**config.mk**
```make
export PLATFORM = sky130hd
export DESIGN_NAME = xpt_cell
export DESIGN_NICKNAME = d
export VERILOG_FILES = /design/src/rtl/xpt_pkg.sv /design/src/rtl/xpt_cfg_reg.sv /design/src/rtl/xpt_sel.sv /design/src/rtl/xpt_store.sv /design/src/rtl/xpt_drive.sv /design/src/rtl/xpt_cell.sv
export SDC_FILE = /design/constraint.sdc
export NUM_CORES = 1
export LEC_CHECK = 0
export BUFFER_PORTS_ARGS = -buffer_cell sky130_fd_sc_hd__buf_2
export CORE_MARGIN = 3
export CORE_UTILIZATION = 34
export CTS_BUF_LIST = sky130_fd_sc_hd__clkbuf_8
export DETAILED_ROUTE_END_ITERATION = 10
export PLACE_DENSITY = 0.65
export RECOVER_POWER = 100
export SYNTH_ARGS = -nofsm -noshare
export SYNTH_HDL_FRONTEND = slang
export SYNTH_SLANG_ARGS = --single-unit
```
**constraint.sdc**
```tcl
create_clock -name clk_i -period 2.12 [get_ports clk_i]
set_clock_uncertainty 0.05 [all_clocks]
set_input_delay 0.106 -clock clk_i [delete_from_list [all_inputs] [get_ports clk_i]]
set_output_delay 0.106 -clock clk_i [all_outputs]
set_load 0.05 [all_outputs]
```
**src/rtl/xpt_pkg.sv**
```systemverilog
package xpt_pkg;

    typedef enum logic [1:0] {
        PATH_DIRECT = 2'd0,
        PATH_LATCH  = 2'd1,
        PATH_REG    = 2'd2,
        PATH_REG2   = 2'd3
    } path_e;

    typedef enum logic [1:0] {
        OUT_OE   = 2'd0,
        OUT_ON   = 2'd1,
        OUT_LOW  = 2'd2,
        OUT_HIGH = 2'd3
    } omode_e;

    typedef struct packed {
        logic mux1;
        logic mux0;
        logic cen;
        logic clk;
        logic oe;
    } inv_t;

    localparam int INV_W  = 5;
    localparam int CTRL_W = INV_W + 2 + 2 + 1;

endpackage

```
**src/rtl/xpt_cfg_reg.sv**
```systemverilog
module xpt_cfg_reg #(
    parameter int W = 22
) (
    input  logic         clk_i,
    input  logic         rst_i,
    input  logic         we_i,
    input  logic [W-1:0] wdata_i,
    output logic [W-1:0] word_o,
    output logic         valid_o
);
    typedef struct packed {
        logic [W-1:0] word;
        logic         valid;
    } cfg_state_t;

    cfg_state_t st_d, st_q;

    always_comb begin
        st_d = st_q;
        if (we_i) begin
            st_d.word  = wdata_i;
            st_d.valid = 1'b1;
        end
    end

    always_ff @(posedge clk_i) begin
        if (rst_i) begin
            st_q <= '0;
        end else begin
            st_q <= st_d;
        end
    end

    assign word_o  = st_q.word;
    assign valid_o = st_q.valid;
endmodule

```
**src/rtl/xpt_sel.sv**
```systemverilog
module xpt_sel #(
    parameter int N_SRC = 8,
    parameter int SRC_W = 3,
    parameter int N_LEG = 4
) (
    input  logic [N_SRC-1:0]       src_i,
    input  logic [N_LEG*SRC_W-1:0] legs_i,
    input  logic [1:0]             sel_i,
    input  logic                   exp_en_i,
    input  logic [1:0]             sel_hi_i,
    input  logic [N_LEG-2:0]       casc_i,
    output logic                   local_o,
    output logic                   routed_o
);
    logic [N_LEG-1:0] leg_val;

    for (genvar k = 0; k < N_LEG; k++) begin : g_leg
        logic [SRC_W-1:0] idx;
        assign idx = legs_i[k*SRC_W +: SRC_W];
        always_comb begin
            leg_val[k] = 1'b0;
            for (int s = 0; s < N_SRC; s++) begin
                if (idx == SRC_W'(s)) leg_val[k] = src_i[s];
            end
        end
    end

    always_comb begin
        local_o = leg_val[sel_i];
    end

    always_comb begin
        routed_o = local_o;
        if (exp_en_i) begin
            case (sel_hi_i)
                2'd0:    routed_o = local_o;
                2'd1:    routed_o = casc_i[0];
                2'd2:    routed_o = casc_i[1];
                default: routed_o = casc_i[2];
            endcase
        end
    end
endmodule

```
**src/rtl/xpt_store.sv**
```systemverilog
module xpt_store
    import xpt_pkg::*;
(
    input  logic  clk_i,
    input  logic  rst_i,
    input  path_e path_i,
    input  logic  eclk_i,
    input  logic  ecen_i,
    input  logic  din_i,
    output logic  dout_o
);
    typedef struct packed {
        logic hold;
        logic clk_prev;
    } store_state_t;

    store_state_t st_d, st_q;
    logic is_reg;
    logic rise;

    assign is_reg = (path_i == PATH_REG) || (path_i == PATH_REG2);
    assign rise   = eclk_i && !st_q.clk_prev;

    always_comb begin
        st_d          = st_q;
        st_d.clk_prev = eclk_i;
        if (path_i == PATH_LATCH && eclk_i) begin
            st_d.hold = din_i;
        end else if (is_reg && rise && ecen_i) begin
            st_d.hold = din_i;
        end
    end

    always_ff @(posedge clk_i) begin
        if (rst_i) begin
            st_q.hold     <= 1'b0;
            st_q.clk_prev <= 1'b1;
        end else begin
            st_q <= st_d;
        end
    end

    always_comb begin
        case (path_i)
            PATH_DIRECT: dout_o = din_i;
            PATH_LATCH:  dout_o = eclk_i ? din_i : st_q.hold;
            default:     dout_o = st_q.hold;
        endcase
    end
endmodule

```
**src/rtl/xpt_drive.sv**
```systemverilog
module xpt_drive
    import xpt_pkg::*;
(
    input  logic   rst_i,
    input  logic   valid_i,
    input  omode_e omode_i,
    input  logic   eoe_i,
    input  logic   din_i,
    output logic   pad_o,
    output logic   pad_oe_o
);
    always_comb begin
        pad_oe_o = 1'b0;
        pad_o    = 1'b0;
        if (valid_i && !rst_i) begin
            case (omode_i)
                OUT_OE:   begin pad_oe_o = eoe_i; pad_o = din_i; end
                OUT_ON:   begin pad_oe_o = 1'b1;  pad_o = din_i; end
                OUT_LOW:  begin pad_oe_o = 1'b1;  pad_o = 1'b0;  end
                default:  begin pad_oe_o = 1'b1;  pad_o = 1'b1;  end
            endcase
        end
    end
endmodule

```
**src/rtl/xpt_cell.sv**
```systemverilog
module xpt_cell
    import xpt_pkg::*;
#(
    parameter  int N_SRC = 8,
    localparam int SRC_W = (N_SRC > 1) ? $clog2(N_SRC) : 1,
    localparam int LEG_W = 4 * SRC_W,
    localparam int CFG_W = LEG_W + CTRL_W
) (
    input  logic             clk_i,
    input  logic             rst_i,
    input  logic             cfg_we_i,
    input  logic [CFG_W-1:0] cfg_wdata_i,
    input  logic [N_SRC-1:0] src_i,
    input  logic             mux0_i,
    input  logic             mux1_i,
    input  logic [1:0]       sel_hi_i,
    input  logic [2:0]       casc_i,
    input  logic             cell_clk_i,
    input  logic             cell_cen_i,
    input  logic             cell_oe_i,
    output logic             casc_o,
    output logic             pad_o,
    output logic             pad_oe_o
);
    logic [CFG_W-1:0] cfg_word;
    logic             cfg_valid;
    logic [LEG_W-1:0] legs;
    inv_t             inv;
    path_e            path;
    omode_e           omode;
    logic             exp_en;
    logic [1:0]       sel_eff;
    logic             eclk;
    logic             ecen;
    logic             eoe;
    logic             sel_local;
    logic             sel_out;
    logic             store_out;

    xpt_cfg_reg #(.W(CFG_W)) i_cfg (
        .clk_i   (clk_i),
        .rst_i   (rst_i),
        .we_i    (cfg_we_i),
        .wdata_i (cfg_wdata_i),
        .word_o  (cfg_word),
        .valid_o (cfg_valid)
    );

    assign legs   = cfg_word[LEG_W-1:0];
    assign inv    = inv_t'(cfg_word[LEG_W +: INV_W]);
    assign path   = path_e'(cfg_word[LEG_W+INV_W +: 2]);
    assign omode  = omode_e'(cfg_word[LEG_W+INV_W+2 +: 2]);
    assign exp_en = cfg_word[LEG_W+INV_W+4];

    assign sel_eff = {mux1_i ^ inv.mux1, mux0_i ^ inv.mux0};
    assign eclk    = cell_clk_i ^ inv.clk;
    assign ecen    = cell_cen_i ^ inv.cen;
    assign eoe     = cell_oe_i ^ inv.oe;

    xpt_sel #(.N_SRC(N_SRC), .SRC_W(SRC_W), .N_LEG(4)) i_sel (
        .src_i    (src_i),
        .legs_i   (legs),
        .sel_i    (sel_eff),
        .exp_en_i (exp_en),
        .sel_hi_i (sel_hi_i),
        .casc_i   (casc_i),
        .local_o  (sel_local),
        .routed_o (sel_out)
    );

    assign casc_o = sel_local;

    xpt_store i_store (
        .clk_i  (clk_i),
        .rst_i  (rst_i),
        .path_i (path),
        .eclk_i (eclk),
        .ecen_i (ecen),
        .din_i  (sel_out),
        .dout_o (store_out)
    );

    xpt_drive i_drive (
        .rst_i    (rst_i),
        .valid_i  (cfg_valid),
        .omode_i  (omode),
        .eoe_i    (eoe),
        .din_i    (store_out),
        .pad_o    (pad_o),
        .pad_oe_o (pad_oe_o)
    );
endmodule

```
* Word level (Yosys, flattened, before mapping)
Index checks and enable logic that the tools add are counted.
** Storage, ports and cells
- Flip-flop bits (word level) :: 25
- Bits of input ports :: 43
- Output and inout bits :: 3
- Word-level logic and storage cells :: 106
** Cells by class
- Order comparisons :: 1
- Equal/unequal tests :: 35
- Muxes and demuxes :: 44
- Bitwise logic cells :: 5
- Reductions and logical operators :: 17
** Operators with widths (number)
- equality test 3 bit (second input constant) :: 16
- two-way mux 1 bit :: 40
- equality test 3 x 2 -> 1 bit (second input constant) :: 8
- equality test 3 x 1 -> 1 bit (second input constant) :: 4
- logical NOT 3 bit :: 4
- equality test 2 bit (second input constant) :: 4
- equality test 2 x 1 -> 1 bit (second input constant) :: 3
- logical NOT 2 bit :: 3
- logical AND 1 bit :: 5
- XOR 1 bit :: 5
- case mux 1 bit (2 select lines) :: 2
- less-than comparator 2 x 3 -> 1 bit (second input constant) :: 1
- case mux 1 bit (3 select lines) :: 1
- binary-select mux 1 bit (select 2 bit) :: 1
- logical NOT 1 bit :: 2
- nonzero test 2 bit :: 1
- OR reduction 2 bit :: 1
- logical OR 1 bit :: 1

* Longest topological paths before layout
Gate-level depths: netlist (run 1).
- Word-level depth :: 17
- Gate-level depth with buffers :: 7
- Depth with buffers taken out :: 6

* Modules after synthesis
A second synthesis (run 1) with hierarchy kept.
** Second synthesis, totals
- Cells, all modules :: 148
- Area total of the unflattened synthesis :: 1386.3 sq um
** By module, submodules not included
- xpt_cfg_reg :: times used 1, cells each 74, area an instance 830.8 sq um, seq. area each 460.4 sq um
- xpt_sel :: times used 1, cells each 53, area an instance 376.6 sq um, seq. area each 0.0 sq um
- xpt_store :: times used 1, cells each 11, area an instance 106.4 sq um, seq. area each 40.0 sq um
- xpt_cell :: times used 1, cells each 5, area an instance 43.8 sq um, seq. area each 0.0 sq um
- xpt_drive :: times used 1, cells each 5, area an instance 28.8 sq um, seq. area each 0.0 sq um

* Worst setup path after synthesis (run 1)
Ideal clock, no wire load.
- Path type :: register -> output
- From :: reg i_cfg.st_q, in the netlist i_cfg.word_o[9]
- To :: out pad_o
- Arrival :: 1.757 ns
- Required time :: 1.964 ns
- Slack :: 0.207 ns
- Stages on the path, launching flop included :: 7
- Path buffers :: 0
- Path through :: dfxtp_1 -> mux4_2 -> nand2b_1 -> nand3_2 -> o211ai_2 -> a32oi_2 -> o21ai_1
** On the way
- Word-level cells in the longest chain between the ends :: 17
- Elaborated cells between the ends (all ways) :: 24
- Those cells by class :: eq/ne (7); mux (16); reduce/logical (1)
** RTL lines
- from (decl) :: RTL line xpt_cfg_reg.sv:16 : cfg_state_t st_d, st_q;
- from (signal assigned) :: RTL line xpt_cfg_reg.sv:30 : st_q <= st_d;
- logical NOT 3 bit :: RTL line xpt_sel.sv:23 : if (idx == SRC_W'(s)) leg_val[k] = src_i[s];
- two-way mux 1 bit (7 in series) :: RTL line xpt_sel.sv:23
- two-way mux 1 bit (*) :: RTL line xpt_sel.sv:23
- binary-select mux 1 bit (select 2 bit) (*) :: RTL line xpt_sel.sv:29 : local_o = leg_val[sel_i];
- two-way mux 1 bit (not written as such) (*) :: RTL line xpt_sel.sv:29
- case mux 1 bit (3 select lines) :: RTL line xpt_sel.sv:35 : case (sel_hi_i)
- two-way mux 1 bit (*) :: RTL line xpt_sel.sv:34 : if (exp_en_i) begin
- two-way mux 1 bit :: RTL line xpt_store.sv:46 : PATH_LATCH: dout_o = eclk_i ? din_i : st_q.hold;
- case mux 1 bit (2 select lines) (*) :: RTL line xpt_store.sv:44 : case (path_i)
- case mux 1 bit (2 select lines) (*) :: RTL line xpt_drive.sv:16 : case (omode_i)
- two-way mux 1 bit (*) :: RTL line xpt_drive.sv:15 : if (valid_i && !rst_i) begin
- to (decl) :: RTL line xpt_cell.sv:22 : output logic pad_o,
Every way passes the cells marked *; elsewhere a longest branch is shown, timed or not. The select of a mux whose other input is x is not followed.

* Worst setup path in the final report (run 1)
- From :: reg i_cfg.st_q, in the netlist i_cfg.word_o[6]
- To :: out pad_o
The elaborated chain is that of the path after synthesis.

==> flow_summary.yaml, run 1 <==
floorplanning:
  die_h_um: 68.4
  dieArea_sq_mm: 0.00467
  core_sq_mm: 0.00372
  io_pins: 46
  core.rowCount: 22
  initial_core_util: 0.356
  die_w_um: 68.4
final_layout:
  syn_to_final_growth_pct: 25.9
  antennaDiodeCount: 0
  fin_nets: 222
  layout-drive-gt1-share: 0.365
  final_cell_count_no_fill: 226
  finish.utilization: 0.448
cts:
  clock_path_buffers: 2
  cts_root_buffer: "clkbuf_8"
  cts_tree: "yes"
  numCtsBuffers: 3
  path_clk_slew_ns: 0.09
  clock_latency_ns: 0.27
  clock_sinks: 25
  h-tree-depth: 1
drt:
  drc: 0
  drt_first_pass_iters: 4
  drt.antenna.violating_nets: 0
  viasPerCell: 4.87
  drt_iter0_drc: 29
  drt-total-wl_um: 2860
  wl_per_cell_um: 12.7
  via_count: 1100
power_and_ir_drop:
  worst_ir_drop_vdd_uv: 420
  p_sw_mw: 0.293
  clockPowerShare: 0.268
  seq_power_share: 0.500
  p_comb_frac: 0.232
  leakagePower_nw: 0.746
  power.total_mw: 1.05
  swShare: 0.279
  internal_power_mw: 0.756
  power.density_mw_per_mm2: 630
synth:
  synth_area_sq_mm: 0.00132
  ys.flop_type: "dfxtp_1"
  ys_ff_latch: 25
  synth_edf_count: 0
  ys_seq_area_frac: 0.378
  async_flop_share: 0
  syn_inst: 133
  ys_warn_count: 0
  synth_fp_nets: 176
  synthDistinctLibCells: 30
  avgSynthCellArea_sq_um: 9.94
critical_path:
  cp_max_fo: 3
  startpoint_type: "flip-flop"
  cp.arrival_ns: 1.95
  cp.required_ns: 1.96
  crit_type: "reg2out"
  crit_path_end_kind: "primary output"
placed_design:
  placedCellCount: 219
  gp_congestion: 0.820
  io_buffers: 45
  dp_hpwl_um: 2160
timing:
  fin_crit_sh: 0.993
  fin_hold_ws_ns: 0.0162
  fin_crit_ns: 2.10
  finalHoldViolCount: 0
  relSlewSlack: -0.0946
  worst_pin_slew_ns: 1.64
  drv_slew: 24
  rsz0062_at_grt: "true"
  max_freq_mhz: 475
  finalSetupViolCount: 0
global_routing:
  grt_pass1_wl_um: 4470
  antenna_found_initial: 0
  overflow: 0
  grtUsageTotal: 0.126
  grt_max_degree: 27
  grt_pass1_vias: 1014
hold_path:
  hold_class: "in2reg"
job:
  drv_cap: 1
run_status:
  violations: "max-capacitance violations, max-slew violations"
  status: "complete, but fails checks"
per-layer routing:
layer  vias to the layer above  global-route usage  share of wire
met5                         -                   0              0
met4                         0             0.00744              0
met3                         0              0.0460          0.081
met2                        36               0.209           0.47
met1                       504               0.163           0.45
li1                        560                   -              -
final timing paths:
check | start | end | slack (ns) | cells after the start
setup / recovery | i_cfg.word_o[6]$_SDFFE_PP0P_ | pad_o | 0.02 | 6
hold / removal | cfg_wdata_i[14] | i_cfg.word_o[14]$_SDFFE_PP0P_ | 0.02 | 3
setup reg to reg | i_cfg.word_o[6]$_SDFFE_PP0P_ | i_store.st_q[1]$_SDFFE_PP0P_ | 0.23 | 7
hold reg to reg | i_cfg.valid_o$_SDFFE_PP0P_ | i_cfg.valid_o$_SDFFE_PP0P_ | 0.43 | 2
critical path, cell delays in order (launching register included):
cell	delay [ns]
dfxtp_4	0.37
mux4_2	0.50
mux2i_2	0.19
o211ai_2	0.12
a32oi_2	0.26
o21ai_2	0.08
buf_6	0.16
cell families (layout without fill, tap and decap cells):
group	count (synthesis)	in the layout	share of synthesized area
simple gates	48	48	0.170
buf+inv	8	53	0.0255
xor+xnor	5	5	0.0388
mux	36	36	0.326
compound gates	11	11	0.0606
flops	25	25	0.378
cells in the mapped netlist (2+ instances only):
cell type / n / area share
nor2_1: 31 / 0.088
a21oi_1: 3 / 0.011
buf_2: 3 / 0.011
clkbuf_1: 4 / 0.011
xnor2_1: 3 / 0.020
nand3b_1: 3 / 0.017
nand2b_1: 3 / 0.014
o21ai_0: 2 / 0.0076
mux2i_1: 30 / 0.23
mux4_2: 3 / 0.051
nand2_1: 3 / 0.0085
nand3_1: 2 / 0.0076
dfxtp_1: 25 / 0.38
mux4_1: 2 / 0.040
registers in the layout, summed over array words and instances (netlist names):
| signal | count |
|---|---|
| i_cfg.valid_o | 1 |
| i_store.st_q | 2 |
| i_cfg.word_o | 22 |
power by group through the flow:
| stage | clock [mW] | combinational (mW) | sequential (mW) |
|---|---|---|---|
| final | 0.281 | 0.244 | 0.524 |
| after global routing | 0.312 | 0.269 | 0.529 |
| after CTS | 0.294 | 0.239 | 0.526 |
| after detailed placement | 0 | 0.223 | 0.536 |
| after global placement | 0 | 0.222 | 0.535 |
| after floorplan | 0 | 0.157 | 0.527 |
cell type report:
| cell class | instances | area (sq um) |
|---|---|---|
| clock buffer | 3 | 41.3 |
| clock inverter | 1 | 5.00 |
| fill | 389 | 2050 |
| inverter | 1 | 3.75 |
| multi-input combinational | 100 | 796 |
| sequential | 25 | 508 |
| tap | 48 | 60.1 |
| timing repair buffer | 48 | 251 |
through the flow:
| step | TNS, ns | cell area (sq um) | setup WS, ns |
|---|---|---|---|
| after floorplan | 0 | 1320 | 0.207 |
| after global placement | 0 | 1580 | 0.176 |
| after detailed placement | 0 | 1580 | 0.158 |
| after CTS | 0 | 1640 | 0.00338 |
| after global routing | -0.114 | 1670 | -0.114 |
| final | 0 | 1670 | 0.0158 |
cell usage in the layout (no fill, tap or decap), drive strengths merged:
cell	count
nand2b	3
nand3	3
buf	45
nand4	1
a31oi	1
nand2	3
clkinv	1
xor2	2
nor2	31
clkbuf	6
a22oi	1
a21oi	3
o211ai	1
nand3b	3
nor4b	1
a32oi	1
inv	1
mux4	5
and2	1
mux2	1
xnor2	3
nor2b	1
o21ai	3
a211oi	1
dfxtp	25
mux2i	30
nand4b	1
what timing repair did:
| action | CTS | global route |
|---|---|---|
| buffers inserted | 2 | 1 |
| pin swaps | 3 | 2 |
| endpoints found under the setup margin | 1 | 2 |
| hold buffers | 0 | 0 |
| resized for setup | 7 | 4 |
No activity file was read; power rests on OpenSTA's default activity.
==> run 2, diff against run 1 <==
- CORE_ASPECT_RATIO: unset -> 1.2
- clock period: 2.12 -> 2.63 ns (I/O delays scaled with it)
==> flow_summary.yaml, run 2 (same netlist as run 1, synthesis figures left out) <==
power_and_ir_drop:
  power.total_mw: 0.823
  power.density_mw_per_mm2: 509
  worst_ir_drop_vdd_uv: 230
  leakagePower_nw: 0.722
final_layout:
  layout-drive-gt1-share: 0.303
  fillCellCount: 390
  antennaDiodeCount: 0
  final_cell_mix: "buf_2, nor2_1, mux2i_1, dfxtp_1"
  finish.utilization: 0.438
  syn_to_final_growth_pct: 22.3
  layout_commonest_cell: "buf_2"
  finalInstanceArea_sq_mm: 0.00162
  largest_register_ffs: 22
  fin_nets: 219
  final_cell_count_no_fill: 227
floorplanning:
  io_pins: 46
  dieArea_sq_mm: 0.00468
  core.rowCount: 24
  initial_core_util: 0.358
  die_h_um: 74.3
  core_sq_mm: 0.00369
  die_w_um: 62.9
cts:
  clock_latency_ns: 0.27
  h-tree-depth: 1
  clock_sinks: 25
  cts_setup_buffers: 0
  path_clk_slew_ns: 0.09
  cts_root_buffer: "clkbuf_8"
  numCtsBuffers: 3
  cts_resized: 0
  cts_tree: "yes"
  ctsHoldBuffers: 0
  clock_path_buffers: 2
placed_design:
  io_buffers: 45
  gp_congestion: 0.711
  placed_area_sq_mm: 0.00158
  placedCellCount: 223
  dp_hpwl_um: 2140
global_routing:
  grt_pass1_vias: 1009
  antenna_found_initial: 0
  overflow: 0
  grtUsageTotal: 0.124
  grt_pass1_wl_um: 4550
  grt_max_degree: 27
critical_path:
  worstReg2RegStart: "i_cfg.word_o[6]$_SDFFE_PP0P_"
  cp_max_fo: 3
  crit_chain: "mux4_1 -> mux2i_1 -> o211ai_2 -> a32oi_1 -> o21ai_1 -> clkbuf_2"
  crit_path_end_kind: "primary output"
  cp_top_family: "multiplexers"
  startpoint_type: "flip-flop"
  rrSetupSlack_ns: 0.84
  rr_worst_depth: 5
  worst-path-buf-inv: 1
  cp_slowest_cell: "mux4_1"
  r2r-end: "i_store.st_q[1]$_SDFFE_PP0P_"
  crit_type: "reg2out"
  critPathMaxStageDelay_ns: 0.55
  cp.required_ns: 2.45
  cp.arrival_ns: 2.11
hold_path:
  hold_class: "in2reg"
  min_path_cells: 3
  min-delay-start: "cfg_wdata_i[17]"
  hold_path_end: "i_cfg.word_o[17]$_SDFFE_PP0P_"
timing:
  drv_slew: 24
  finalHoldViolCount: 0
  final.setup.tns_ns: 0
  max_freq_mhz: 436
  worst_pin_slew_ns: 1.61
  rsz0062_at_grt: "false"
  fin_crit_ns: 2.30
  finalSetupViolCount: 0
  fin_crit_sh: 0.873
  relSlewSlack: -0.0758
run_status:
  status: "complete, but fails checks"
  violations: "max-capacitance violations, max-slew violations"
job:
  drv_cap: 1
drt:
  drt_iter0_drc: 54
  drt.antenna.violating_nets: 0
  drt-total-wl_um: 2770
  viasPerCell: 4.78
  via_count: 1085
  drt_first_pass_iters: 4
  drc: 0
  wl_per_cell_um: 12.2
==> run 2: per-stage QoR <==
stage | hold slack (ns) | setup slack [ns]
finish | 0.0428 | 0.335
global route | 0.0385 | 0.137
floorplan | 0.229 | 0.691
global placement | 0.318 | 0.689
CTS | 0.0428 | 0.362
detailed placement | 0.326 | 0.671
==> run 2: per-layer routing <==
layer  global-route usage  vias up  part of all wire
met1                0.165      490              0.47
met2                0.202       35              0.45
met3               0.0257        4             0.068
met5                    0        -                 0
li1                     -      556                 -
met4               0.0441        0             0.010
==> run 2: worst max-delay path by stage <==
stage | from | to | slack, ns | cells after the start
after floorplan | i_cfg.word_o[9]$_SDFFE_PP0P_ | pad_o | 0.69 | 6
after global placement | i_cfg.word_o[6]$_SDFFE_PP0P_ | pad_o | 0.69 | 6
after detailed placement | i_cfg.word_o[6]$_SDFFE_PP0P_ | pad_o | 0.67 | 6
after CTS | i_cfg.word_o[6]$_SDFFE_PP0P_ | pad_o | 0.36 | 6
after global routing | i_cfg.word_o[6]$_SDFFE_PP0P_ | pad_o | 0.14 | 6
final | i_cfg.word_o[6]$_SDFFE_PP0P_ | pad_o | 0.33 | 6
==> run 2: layout make-up <==
cell class	instances	area, sq um	area share
well taps	52	65.1	0.0402
repair buffers	45	221	0.137
inverters	1	3.75	0.00232
clock buffers	3	41.3	0.0255
multi-input cells	100	781	0.483
clock inverters	1	5.00	0.00309
flip-flops and latches	25	500	0.309
==> run 2: worst register-to-register path, cell delays in order, from the launching register on <==
cell and delay (ns):
dfxtp_1 0.38, mux4_1 0.55, mux2i_1 0.21, o211ai_2 0.11, a32oi_1 0.25, a211oi_1 0.10
==> run 2: report_power, final <==
| part | internal [mW] | switching (mW) | total, mW | leakage, nW |
|---|---|---|---|---|
| registers | 0.402 | 0.0200 | 0.422 | 0.207 |
| clock network | 0.106 | 0.120 | 0.226 | 0.0255 |
| logic | 0.0868 | 0.0892 | 0.176 | 0.490 |
